<file path="src/rtl/conv_enc_pkg.sv">
package conv_enc_pkg;

  typedef enum logic {
    PH_MSG   = 1'b0,
    PH_FLUSH = 1'b1
  } enc_phase_e;

  typedef struct packed {
    logic par_a;
    logic par_b;
  } code_pair_t;

endpackage

</file>
<file path="src/rtl/conv_shift_mem.sv">
module conv_shift_mem #(
  parameter int MEM_CELLS = 2
) (
  input  logic                 clk,
  input  logic                 rst_n,
  input  logic                 adv,
  input  logic                 restart,
  input  logic                 din,
  output logic [MEM_CELLS-1:0] mem_eff
);

  logic [MEM_CELLS-1:0] mem_q;
  logic [MEM_CELLS-1:0] mem_d;

  // restart makes the current bit see an empty memory
  assign mem_eff = restart ? '0 : mem_q;

  generate
    if (MEM_CELLS == 1) begin : g_single
      assign mem_d = din;
    end else begin : g_multi
      assign mem_d = {din, mem_eff[MEM_CELLS-1:1]};
    end
  endgenerate

  always_ff @(posedge clk or negedge rst_n) begin
    if (!rst_n) begin
      mem_q <= '0;
    end else if (adv) begin
      mem_q <= mem_d;
    end
  end

endmodule

</file>
<file path="src/rtl/conv_parity.sv">
module conv_parity
  import conv_enc_pkg::*;
#(
  parameter int             KLEN  = 3,
  parameter logic [KLEN-1:0] GEN_A = 3'b111,
  parameter logic [KLEN-1:0] GEN_B = 3'b101
) (
  input  logic [KLEN-1:0] window,
  output code_pair_t      pair
);

  // window[KLEN-1] is the newest bit, matching the leftmost tap
  logic [KLEN-1:0] term_a;
  logic [KLEN-1:0] term_b;

  generate
    for (genvar t = 0; t < KLEN; t++) begin : g_tap
      assign term_a[t] = window[t] & GEN_A[t];
      assign term_b[t] = window[t] & GEN_B[t];
    end
  endgenerate

  assign pair.par_a = ^term_a;
  assign pair.par_b = ^term_b;

endmodule

</file>
<file path="src/rtl/conv_flush_ctrl.sv">
module conv_flush_ctrl
  import conv_enc_pkg::*;
#(
  parameter int MEM_CELLS = 2
) (
  input  logic clk,
  input  logic rst_n,
  input  logic slot_free,
  input  logic in_valid,
  input  logic in_last,
  output logic in_ready,
  output logic msg_go,
  output logic tail_go,
  output logic tail_final
);

  localparam int CW = $clog2(MEM_CELLS + 1);

  enc_phase_e    phase_q;
  logic [CW-1:0] left_q;

  assign in_ready   = slot_free && (phase_q == PH_MSG);
  assign msg_go     = in_valid && in_ready;
  assign tail_go    = slot_free && (phase_q == PH_FLUSH);
  assign tail_final = tail_go && (left_q == CW'(1));

  always_ff @(posedge clk or negedge rst_n) begin
    if (!rst_n) begin
      phase_q <= PH_MSG;
      left_q  <= '0;
    end else if (msg_go && in_last) begin
      phase_q <= PH_FLUSH;
      left_q  <= CW'(MEM_CELLS);
    end else if (tail_go) begin
      left_q <= left_q - CW'(1);
      if (tail_final) begin
        phase_q <= PH_MSG;
      end
    end
  end

endmodule

</file>
<file path="src/rtl/conv_out_stage.sv">
module conv_out_stage
  import conv_enc_pkg::*;
(
  input  logic       clk,
  input  logic       rst_n,
  input  logic       load,
  input  code_pair_t pair,
  input  logic       last,
  input  logic       out_ready,
  output logic       slot_free,
  output logic       out_valid,
  output logic [1:0] out_sym,
  output logic       out_last
);

  assign slot_free = !out_valid || out_ready;

  always_ff @(posedge clk or negedge rst_n) begin
    if (!rst_n) begin
      out_valid <= 1'b0;
      out_sym   <= '0;
      out_last  <= 1'b0;
    end else if (load) begin
      out_valid <= 1'b1;
      out_sym   <= {pair.par_a, pair.par_b};
      out_last  <= last;
    end else if (out_ready) begin
      out_valid <= 1'b0;
    end
  end

endmodule

</file>
<file path="src/rtl/conv_stream_enc.sv">
module conv_stream_enc
  import conv_enc_pkg::*;
#(
  parameter int                 MEM_CELLS = 2,
  parameter logic [MEM_CELLS:0] GEN_A     = 3'b111,
  parameter logic [MEM_CELLS:0] GEN_B     = 3'b101
) (
  input  logic       clk,
  input  logic       rst_n,
  input  logic       in_valid,
  output logic       in_ready,
  input  logic       in_bit,
  input  logic       in_first,
  input  logic       in_last,
  output logic       out_valid,
  input  logic       out_ready,
  output logic [1:0] out_sym,
  output logic       out_last
);

  localparam int KLEN = MEM_CELLS + 1;

  logic                 slot_free;
  logic                 msg_go;
  logic                 tail_go;
  logic                 tail_final;
  logic                 din;
  logic [MEM_CELLS-1:0] mem_eff;
  logic [KLEN-1:0]      window;
  code_pair_t           pair;

  conv_flush_ctrl #(.MEM_CELLS(MEM_CELLS)) u_ctrl (
    .clk        (clk),
    .rst_n      (rst_n),
    .slot_free  (slot_free),
    .in_valid   (in_valid),
    .in_last    (in_last),
    .in_ready   (in_ready),
    .msg_go     (msg_go),
    .tail_go    (tail_go),
    .tail_final (tail_final)
  );

  // flush cycles feed zeros
  assign din = tail_go ? 1'b0 : in_bit;

  conv_shift_mem #(.MEM_CELLS(MEM_CELLS)) u_mem (
    .clk     (clk),
    .rst_n   (rst_n),
    .adv     (msg_go || tail_go),
    .restart (msg_go && in_first),
    .din     (din),
    .mem_eff (mem_eff)
  );

  assign window = {din, mem_eff};

  conv_parity #(.KLEN(KLEN), .GEN_A(GEN_A), .GEN_B(GEN_B)) u_par (
    .window (window),
    .pair   (pair)
  );

  conv_out_stage u_out (
    .clk       (clk),
    .rst_n     (rst_n),
    .load      (msg_go || tail_go),
    .pair      (pair),
    .last      (tail_final),
    .out_ready (out_ready),
    .slot_free (slot_free),
    .out_valid (out_valid),
    .out_sym   (out_sym),
    .out_last  (out_last)
  );

endmodule

</file>
<file path="config.mk">
export PLATFORM = sky130hd
export DESIGN_NAME = conv_stream_enc
export DESIGN_NICKNAME = d
export VERILOG_FILES = /design/src/rtl/conv_enc_pkg.sv /design/src/rtl/conv_shift_mem.sv /design/src/rtl/conv_parity.sv /design/src/rtl/conv_flush_ctrl.sv /design/src/rtl/conv_out_stage.sv /design/src/rtl/conv_stream_enc.sv
export SDC_FILE = /design/constraint.sdc
export NUM_CORES = 1
export LEC_CHECK = 0
export ABC_AREA = 1
export BUFFER_PORTS_ARGS = -buffer_cell sky130_fd_sc_hd__buf_2
export CORE_AREA = 3 3 40 42
export DETAILED_ROUTE_END_ITERATION = 10
export DIE_AREA = 0 0 43 45
export PLACE_DENSITY = 0.53
export SLEW_MARGIN = 20
export SYNTH_ARGS = -nofsm -noshare
export SYNTH_HDL_FRONTEND = slang
export SYNTH_SLANG_ARGS = --single-unit
</file>
<file path="constraint.sdc">
create_clock -name clk -period 2.2 [get_ports clk]
set_input_delay 0.33 -clock clk [delete_from_list [all_inputs] [get_ports clk]]
set_output_delay 0.33 -clock clk [all_outputs]
set_load 0.05 [all_outputs]
</file>
; Word level (Yosys, flattened, before mapping)
; Cells that the tools add are included.
; W data, S select, Z words.
[word_totals]
elab_cells = 33
reg_bits = 9
output_inout_bits = 5
[classes]
n_bitwise = 1
n_addsub = 1
n_mux = 9
n_reduce_logical = 15
n_eq_ne = 1
[ops]
columns = operator, count
row1 = $logic_and A1 B1 Y1, 6
row2 = $mux W1, 6
row3 = $mux W2, 3
row4 = $reduce_bool A2 Y1, 3
row5 = $reduce_xor A3 Y1, 2
row6 = $eq A2 B1 Y1 const B, 1
row7 = $logic_or A1 B1 Y1, 2
row8 = $reduce_and A2 Y1, 1
row9 = $sub A2 B1 Y2 const B, 1
row10 = $logic_not A1 Y1, 1
row11 = $not A1 Y1, 1

; Logic depth before layout (Yosys ltp)
; Gate-level depths: netlist of run 1.
[logic_depth]
ltp_word = 7
ltp_mapped = 10
mapped_depth_nobuf = 10

; Modules after synthesis
; A second synthesis of run 1 with hierarchy kept.
[hier_totals]
hier_cells = 74
area_unflattened_um2 = 495.5
[modules_own_cells]
columns = mod, cells_per_inst, area_per_inst_um2, instances
row1 = conv_flush_ctrl, 26, 182.7, 1
row2 = conv_out_stage, 17, 148.9, 1
row3 = conv_shift_mem, 13, 93.8, 1
row4 = conv_parity, 11, 43.8, 1
row5 = conv_stream_enc, 7, 26.3, 1

; Worst setup path after synthesis of run 1
; No wires, ideal clock.
[synth_timing]
kind = flip-flop to flip-flop
start = reg u_out.out_valid
end = reg u_ctrl.left_q[1]
setup_time_ps = 87
t_arrival_ps = 1405
required_time_ps = 2113
synth_period_minus_slack_ps = 1492
stages_incl_launch_ff = 6
setup_slack_ps = 708
cell_sequence = dfrtp_1 nand2_2 nand2_1 inv_1 nand3_1 o211ai_1
[synth_via]
elab_chain_len = 6
word_cells_on_any_way = 8
classes_between = 1 x mux / 7 x reduce/logical
[synth_rtl]
columns = item, line
row1 = "start, declared", conv_out_stage.sv:11  ; output logic out_valid,
row2 = "start signal, assigned", conv_out_stage.sv:20  ; out_valid <= 1'b0;
row3 = "start signal, assigned", conv_out_stage.sv:24  ; out_valid <= 1'b1;
row4 = "start signal, assigned", conv_out_stage.sv:28  ; out_valid <= 1'b0;
row5 = $logic_not A1 Y1 (*), conv_out_stage.sv:16  ; assign slot_free = !out_valid || out_ready;
row6 = $logic_or A1 B1 Y1 (*), conv_out_stage.sv:16
row7 = $logic_and A1 B1 Y1 (*), conv_flush_ctrl.sv:22  ; assign in_ready = slot_free && (phase_q == PH_MSG);
row8 = named net in_ready, conv_stream_enc.sv:11  ; output logic in_ready,
row9 = $logic_and A1 B1 Y1 (*), conv_flush_ctrl.sv:23  ; assign msg_go = in_valid && in_ready;
row10 = $logic_and A1 B1 Y1 (*), conv_flush_ctrl.sv:31  ; end else if (msg_go && in_last) begin
row11 = $mux W2 or $reduce_bool A2 Y1 (tied branches), --
row12 = "end signal, assigned", conv_flush_ctrl.sv:33  ; left_q <= CW'(MEM_CELLS);
row13 = "end signal, assigned", conv_flush_ctrl.sv:35  ; left_q <= left_q - CW'(1);
row14 = "end, declared", conv_flush_ctrl.sv:20  ; logic [CW-1:0] left_q;
; Mark *: on every way through the listed nets, which the timed path passes. The rest lies on a longest branch.
; A chain may end at the register's enable or synchronous reset.

; Worst setup path after layout of run 1
[layout_timing]
start = reg u_out.out_valid
end = out in_ready
[layout_via]
elab_chain_len = 3
[layout_rtl]
columns = item, line
row1 = $logic_not A1 Y1, conv_out_stage.sv:16
row2 = $logic_or A1 B1 Y1, conv_out_stage.sv:16
row3 = $logic_and A1 B1 Y1, conv_flush_ctrl.sv:22
row4 = "end, declared", conv_stream_enc.sv:11
; Every way passes these cells.

==> flow_summary.json, run 1 <==
{
  "status": "finished, final reports clean",
  "first_pass_iters": 4,
  "via_per_inst": 4.55,
  "grt-ovfl-total": 0,
  "drv_slew": 0,
  "cts-resized-gates": 0,
  "worstSetupPathType": "reg2out",
  "critPathTopFamily": "flip-flops",
  "final_antenna_net_count": 0,
  "io_buffers": 11,
  "cp_cell_sequence": "nand2_2, nand2_1, inv_1, buf_2",
  "cts_setup_buffers": 0,
  "yosysWarningCount": 0,
  "p_comb_share_pct": 49.1,
  "post-route-period-util_pct": 68.3,
  "worstPathRequired_ns": 1.87,
  "slowest_stage": "dfrtp_1",
  "grt_pass1_wl_um": 1390,
  "synthTopCellsByArea": "dfrtp_1, nand2_1, inv_1",
  "h-tree-depth": 1,
  "fin_util_pct": 42.6,
  "syn_nets": 60,
  "track_usage_pct": 10.3,
  "synth_edf_count": 0,
  "routabilityCongestion": 0.687,
  "power.share.sequential_pct": 35.6,
  "r2r_slack_ns": 1.03,
  "p_leak_uw": 0.000320,
  "first_global_vias": 336,
  "max_slew_margin_pct": 77.7,
  "startpoint_type": "register",
  "finalSetupViolCount": 0,
  "cts_tree": "yes",
  "start_util_pct": 34.0,
  "end_kind": "primary output",
  "skew_ns": 0.00811,
  "swShare_pct": 47.8,
  "async_flop_share_pct": 100,
  "powerDensity_nw_per_um2": 1510,
  "final_nets": 77,
  "wl_per_cell_um": 9.60,
  "drc": 0,
  "grt_util_met1_pct": 12.5,
  "clkLatencyLatePin_ns": 0.26,
  "core_area_um2": 1280,
  "worstMarginPinSlew_ns": 0.334,
  "synth.cell_area_um2": 437,
  "num_rows": 13,
  "hold_viol_final": 0,
  "met3_usage_pct": 6.37,
  "drt_iter0_drc": 6,
  "root_buffer": "clkbuf_4",
  "place_ws_ns": 0.909,
  "n_antenna_cell": 0,
  "crit_buf_inv": 2,
  "maxCapViolations": 0,
  "dieArea_um2": 1940,
  "final.setup.worst_slack_ns": 0.697,
  "hp-class": "in2reg",
  "area_growth_pct": 25.2,
  "wl_um": 797,
  "cts_buffers": 3,
  "synth_top_area_share_pct": 51.6,
  "synthFlopType": "dfrtp_1",
  "yosys.area.top_type": "dfrtp_1",
  "clockBufferDepth": 2,
  "yosysSeqAreaShare_pct": 51.6,
  "die_h_um": 45,
  "drive_gt1_share_pct": 30.9,
  "rsz0062_at_grt": "no",
  "power_switching_uw": 393,
  "total_power_uw": 823,
  "p_int_uw": 430,
  "io_pins": 12,
  "power_frac_clock_pct": 15.3,
  "ys_ff_latch": 9,
  "fin_setup_tns_ns": 0,
  "netlist_instances": 52,
  "synth_most_common_cell": "nand2_1",
  "fmax_mhz": 665,
  "crit_arrival_ns": 1.17,
  "die_w_um": 43,
  "dp_hpwl_um": 630,
  "top_usage_layer": "met2",
  "clk_pin_slew_ns": 0.06,
  "antenna_found_initial": 0,
  "met2_usage_pct": 14.1,
  "holdBufCountCts": 1,
  "cts_sinks": 9,
  "path_max_fanout": 5,
  "synthTopCellsByCount": "nand2_1, dfrtp_1, inv_1, nand3_1",
  "critPathMaxStageDelay_ns": 0.38,
  "synth.lib_cells_used.distinct": 14,
  "num_vias": 378,
  "postSynthAreaPerCell_um2": 8.40,
  "finalCriticalPeriod_ns": 1.50,
  "grt_max_degree": 10,
  "max-vdd-ir-drop_mv": 0.618
}
==> power by group through the flow <==
stage	clock network, uW	logic [uW]	registers, uW
after floorplan	0	220	395
after global placement	0	405	296
after detailed placement	0	409	297
after CTS	131	412	294
after global routing	145	450	307
final	126	404	293
==> worst reg2reg max path: stages, from the launching register on <==
cell	delay, ns
dfrtp_1	0.42
o21ai_2	0.33
inv_2	0.09
nand3_2	0.09
nand2_1	0.05
nand2_1	0.05
nand2_1	0.05
==> cell usage in the layout (no fill, tap or decap) <==
| cell | Yosys | routed |
|---|---|---|
| dlygate4sd3_1 | 0 | 1 |
| dfrtp_1 | 9 | 9 |
| o211ai_1 | 1 | 1 |
| ha_1 | 1 | 1 |
| xor2_1 | 1 | 1 |
| o21ai_0 | 1 | 1 |
| nand2_1 | 23 | 23 |
| o21ai_2 | 1 | 1 |
| inv_1 | 5 | 5 |
| nand3_2 | 1 | 1 |
| buf_2 | 0 | 11 |
| clkbuf_1 | 0 | 1 |
| inv_2 | 2 | 2 |
| clkbuf_4 | 0 | 3 |
| nand4_2 | 1 | 1 |
| nand3_1 | 3 | 3 |
| a31oi_1 | 1 | 1 |
| nand2_2 | 2 | 2 |
==> area by class of cell <==
class | instances | area (um2)
Clock buffer | 4 | 26.3
Fill cell | 142 | 738
Inverter | 7 | 26.3
Multi-Input combinational cell | 36 | 185
Sequential cell | 9 | 225
Tap cell | 15 | 18.8
Timing Repair Buffer | 12 | 65.1
==> per-stage QoR <==
stage | cells | hold WS, ns | area, um2
final | 83 | 0.259 | 547
after global routing | 83 | 0.245 | 547
after CTS | 83 | 0.254 | 547
after detailed placement | 78 | 0.194 | 510
after global placement | 78 | 0.198 | 510
after floorplan | 52 | 0.0344 | 437
==> sequential cells by signal, summed over array words and instances, names as in the netlist <==
register,cells
u_ctrl.left_q,2
u_ctrl.phase_q,1
u_mem.mem_q,2
u_out.out_last,1
u_out.out_sym,2
u_out.out_valid,1
==> logic make-up (layout without fill, tap and decap cells) <==
group	Yosys count	in the layout	synth area share (%)
simple gates	30	30	31.2
flops	9	9	51.6
buf+inv	7	23	6.02
compound gates	4	4	6.30
fa+ha+maj	1	1	2.86
xor+xnor	1	1	2.01
==> final timing paths <==
check	from	to	cells past startpoint
hold / removal	in_last	u_ctrl.left_q[0]$_DFFE_PN0P_	2
hold reg to reg	u_out.out_last$_DFFE_PN0P_	u_out.out_last$_DFFE_PN0P_	2
min in group asynchronous	rst_n	u_ctrl.left_q[0]$_DFFE_PN0P_	2
setup reg to reg	u_ctrl.phase_q$_DFFE_PN0P_	u_out.out_sym[1]$_DFFE_PN0P_	6
setup / recovery	u_out.out_valid$_DFFE_PN0P_	in_ready	4
max in group asynchronous	rst_n	u_mem.mem_q[1]$_DFFE_PN0P_	2
==> routing by layer <==
metal	share of wire (%)	routed length, um	vias to the layer above
li1	-	-	194
met1	45	358	171
met2	43	343	11
met3	10	82	2
met4	1.5	12	0
met5	0	0	-
Power figures use the tool's default switching activity.
==> inputs of run 2 (changes only) <==
- clock period: 2.2 -> 1.5 ns (I/O delays scaled with it)
==> flow_summary.json, run 2 (synthesis gave the netlist of run 1 again) <==
{
  "crit_buf_inv": 2,
  "final_antenna_net_count": 0,
  "num_rows": 13,
  "post-route-period-util_pct": 93.8,
  "drive_gt1_share_pct": 30.9,
  "clk_pin_slew_ns": 0.06,
  "rsz0062_at_grt": "no",
  "r2r-start": "u_ctrl.phase_q$_DFFE_PN0P_",
  "maxCapViolations": 0,
  "power_switching_uw": 591,
  "clockBufferDepth": 2,
  "r2r_slack_ns": 0.30,
  "die_h_um": 45,
  "die_w_um": 43,
  "via_per_inst": 4.37,
  "area_growth_pct": 25.2,
  "total_power_uw": 1220,
  "fin_util_pct": 42.6,
  "final.setup.worst_slack_ns": 0.0924,
  "reg_top3": "u_ctrl.left_q: 2 flops, u_mem.mem_q: 2 flops, u_out.out_sym: 2 flops",
  "grt-ovfl-total": 0,
  "wl_um": 852,
  "hold_viol_final": 0,
  "h-tree-depth": 1,
  "routabilityCongestion": 0.663,
  "nFillCells": 131,
  "cts_setup_buffers": 0,
  "layout_commonest_cell": "nand2_1",
  "fmax_mhz": 710,
  "crit_arrival_ns": 1.18,
  "dp_hpwl_um": 638,
  "cts_tree": "yes",
  "critPathMaxStageDelay_ns": 0.38,
  "slowest_stage": "dfrtp_1",
  "track_usage_pct": 11.6,
  "antenna_found_initial": 0,
  "place_ws_ns": 0.301,
  "powerDensity_nw_per_um2": 2240,
  "worstSetupPathType": "reg2out",
  "first_global_vias": 365,
  "start_util_pct": 34.0,
  "power.share.sequential_pct": 35.2,
  "first_pass_iters": 4,
  "clkLatencyLatePin_ns": 0.27,
  "crit_cells": 4,
  "min_to": "u_ctrl.left_q[0]$_DFFE_PN0P_",
  "io_buffers": 11,
  "final_cell_mix": "nand2_1, buf_2, dfrtp_1",
  "hold_depth": 2,
  "worstRegToRegCells": 6,
  "startpoint_type": "register",
  "swShare_pct": 48.4,
  "drv_slew": 0,
  "r2r-end": "u_out.out_sym[1]$_DFFE_PN0P_",
  "path_max_fanout": 5,
  "end_kind": "primary output",
  "p_comb_share_pct": 48.8,
  "critPathTopFamily": "flip-flops",
  "grt_max_degree": 10,
  "drc": 0,
  "status": "finished, final reports clean",
  "drt_iter0_drc": 8,
  "power_frac_clock_pct": 16.0,
  "final_nets": 77,
  "cts_sinks": 9,
  "hp-start": "in_last",
  "skew_ns": 0.00236,
  "worstMarginPinSlew_ns": 0.350,
  "n_antenna_cell": 0,
  "cts_buffers": 3,
  "dieArea_um2": 1940,
  "p_leak_uw": 0.000320,
  "num_vias": 363,
  "root_buffer": "clkbuf_4",
  "finalSetupViolCount": 0,
  "hp-class": "in2reg",
  "worstPathRequired_ns": 1.27,
  "wl_per_cell_um": 10.3,
  "p_int_uw": 631,
  "finalCriticalPeriod_ns": 1.41,
  "max-vdd-ir-drop_mv": 0.710,
  "core_area_um2": 1280,
  "fin_setup_tns_ns": 0,
  "max_slew_margin_pct": 76.7,
  "cp_cell_sequence": "nand2_2, nand2_1, inv_1, buf_2",
  "io_pins": 12,
  "grt_pass1_wl_um": 1580
}
[run 2: cell counts in the layout (fill, tap and decap cells not counted)]
No cell type changed its count.
[run 2: metal layers]
layer / share of wire [%] / GRT usage [%] / vias to the layer above
met2: 44 / 16.5 / 10
met5: 0 / 0 / -
met4: 2.9 / 10.8 / 0
met1: 48 / 14.6 / 157
met3: 5.6 / 2.39 / 2
li1: - / - / 194
[run 2: worst reg2reg max path, stage by stage, from the launching register on]
cell and delay (ns):
dfrtp_1 0.43, o21ai_2 0.34, inv_2 0.09, nand3_2 0.09, nand2_1 0.05, nand2_1 0.05, nand2_1 0.04
[run 2: how the worst max path moves through the flow]
stage                                 from                           end
5_1_grt        u_out.out_valid$_DFFE_PN0P_                      in_ready
4_1_cts        u_out.out_valid$_DFFE_PN0P_                      in_ready
6_report       u_out.out_valid$_DFFE_PN0P_                      in_ready
3_3_place_gp    u_ctrl.phase_q$_DFFE_PN0P_  u_out.out_sym[1]$_DFFE_PN0P_
3_5_place_dp    u_ctrl.phase_q$_DFFE_PN0P_  u_out.out_sym[1]$_DFFE_PN0P_
2_1_floorplan  u_out.out_valid$_DFFE_PN0P_  u_ctrl.left_q[1]$_DFFE_PN0P_
[run 2: final cells by class]
class / instances / area (um2) / area share, %
sequential: 9 / 225 / 41.2
multi-input combinational: 36 / 185 / 33.9
timing repair buffer: 12 / 65.1 / 11.9
clock buffer: 4 / 26.3 / 4.81
inverter: 7 / 26.3 / 4.81
tap: 15 / 18.8 / 3.43
[run 2: power groups by stage]
| stage | clock network, uW | logic [uW] | registers [uW] |
|---|---|---|---|
| 2_1_floorplan | 0 | 322 | 579 |
| 3_3_place_gp | 0 | 593 | 432 |
| 3_5_place_dp | 0 | 605 | 432 |
| 4_1_cts | 210 | 607 | 429 |
| 5_1_grt | 221 | 681 | 451 |
| 6_report | 196 | 597 | 430 |
[run 2: metrics by stage]
stage / instances / hold slack (ns) / instance area [um2]
after floorplan: 52 / -0.0706 / 437
final: 83 / 0.151 / 547
after global routing: 83 / 0.143 / 547
after detailed placement: 78 / 0.0937 / 510
after global placement: 78 / 0.0904 / 510
after CTS: 83 / 0.139 / 547
[run 2: what timing repair did]
item / 4_1_cts / 5_1_grt
hold buffers: 1 / 0
hold endpoints to repair: 9 / 0
gates resized for setup: 0 / 0
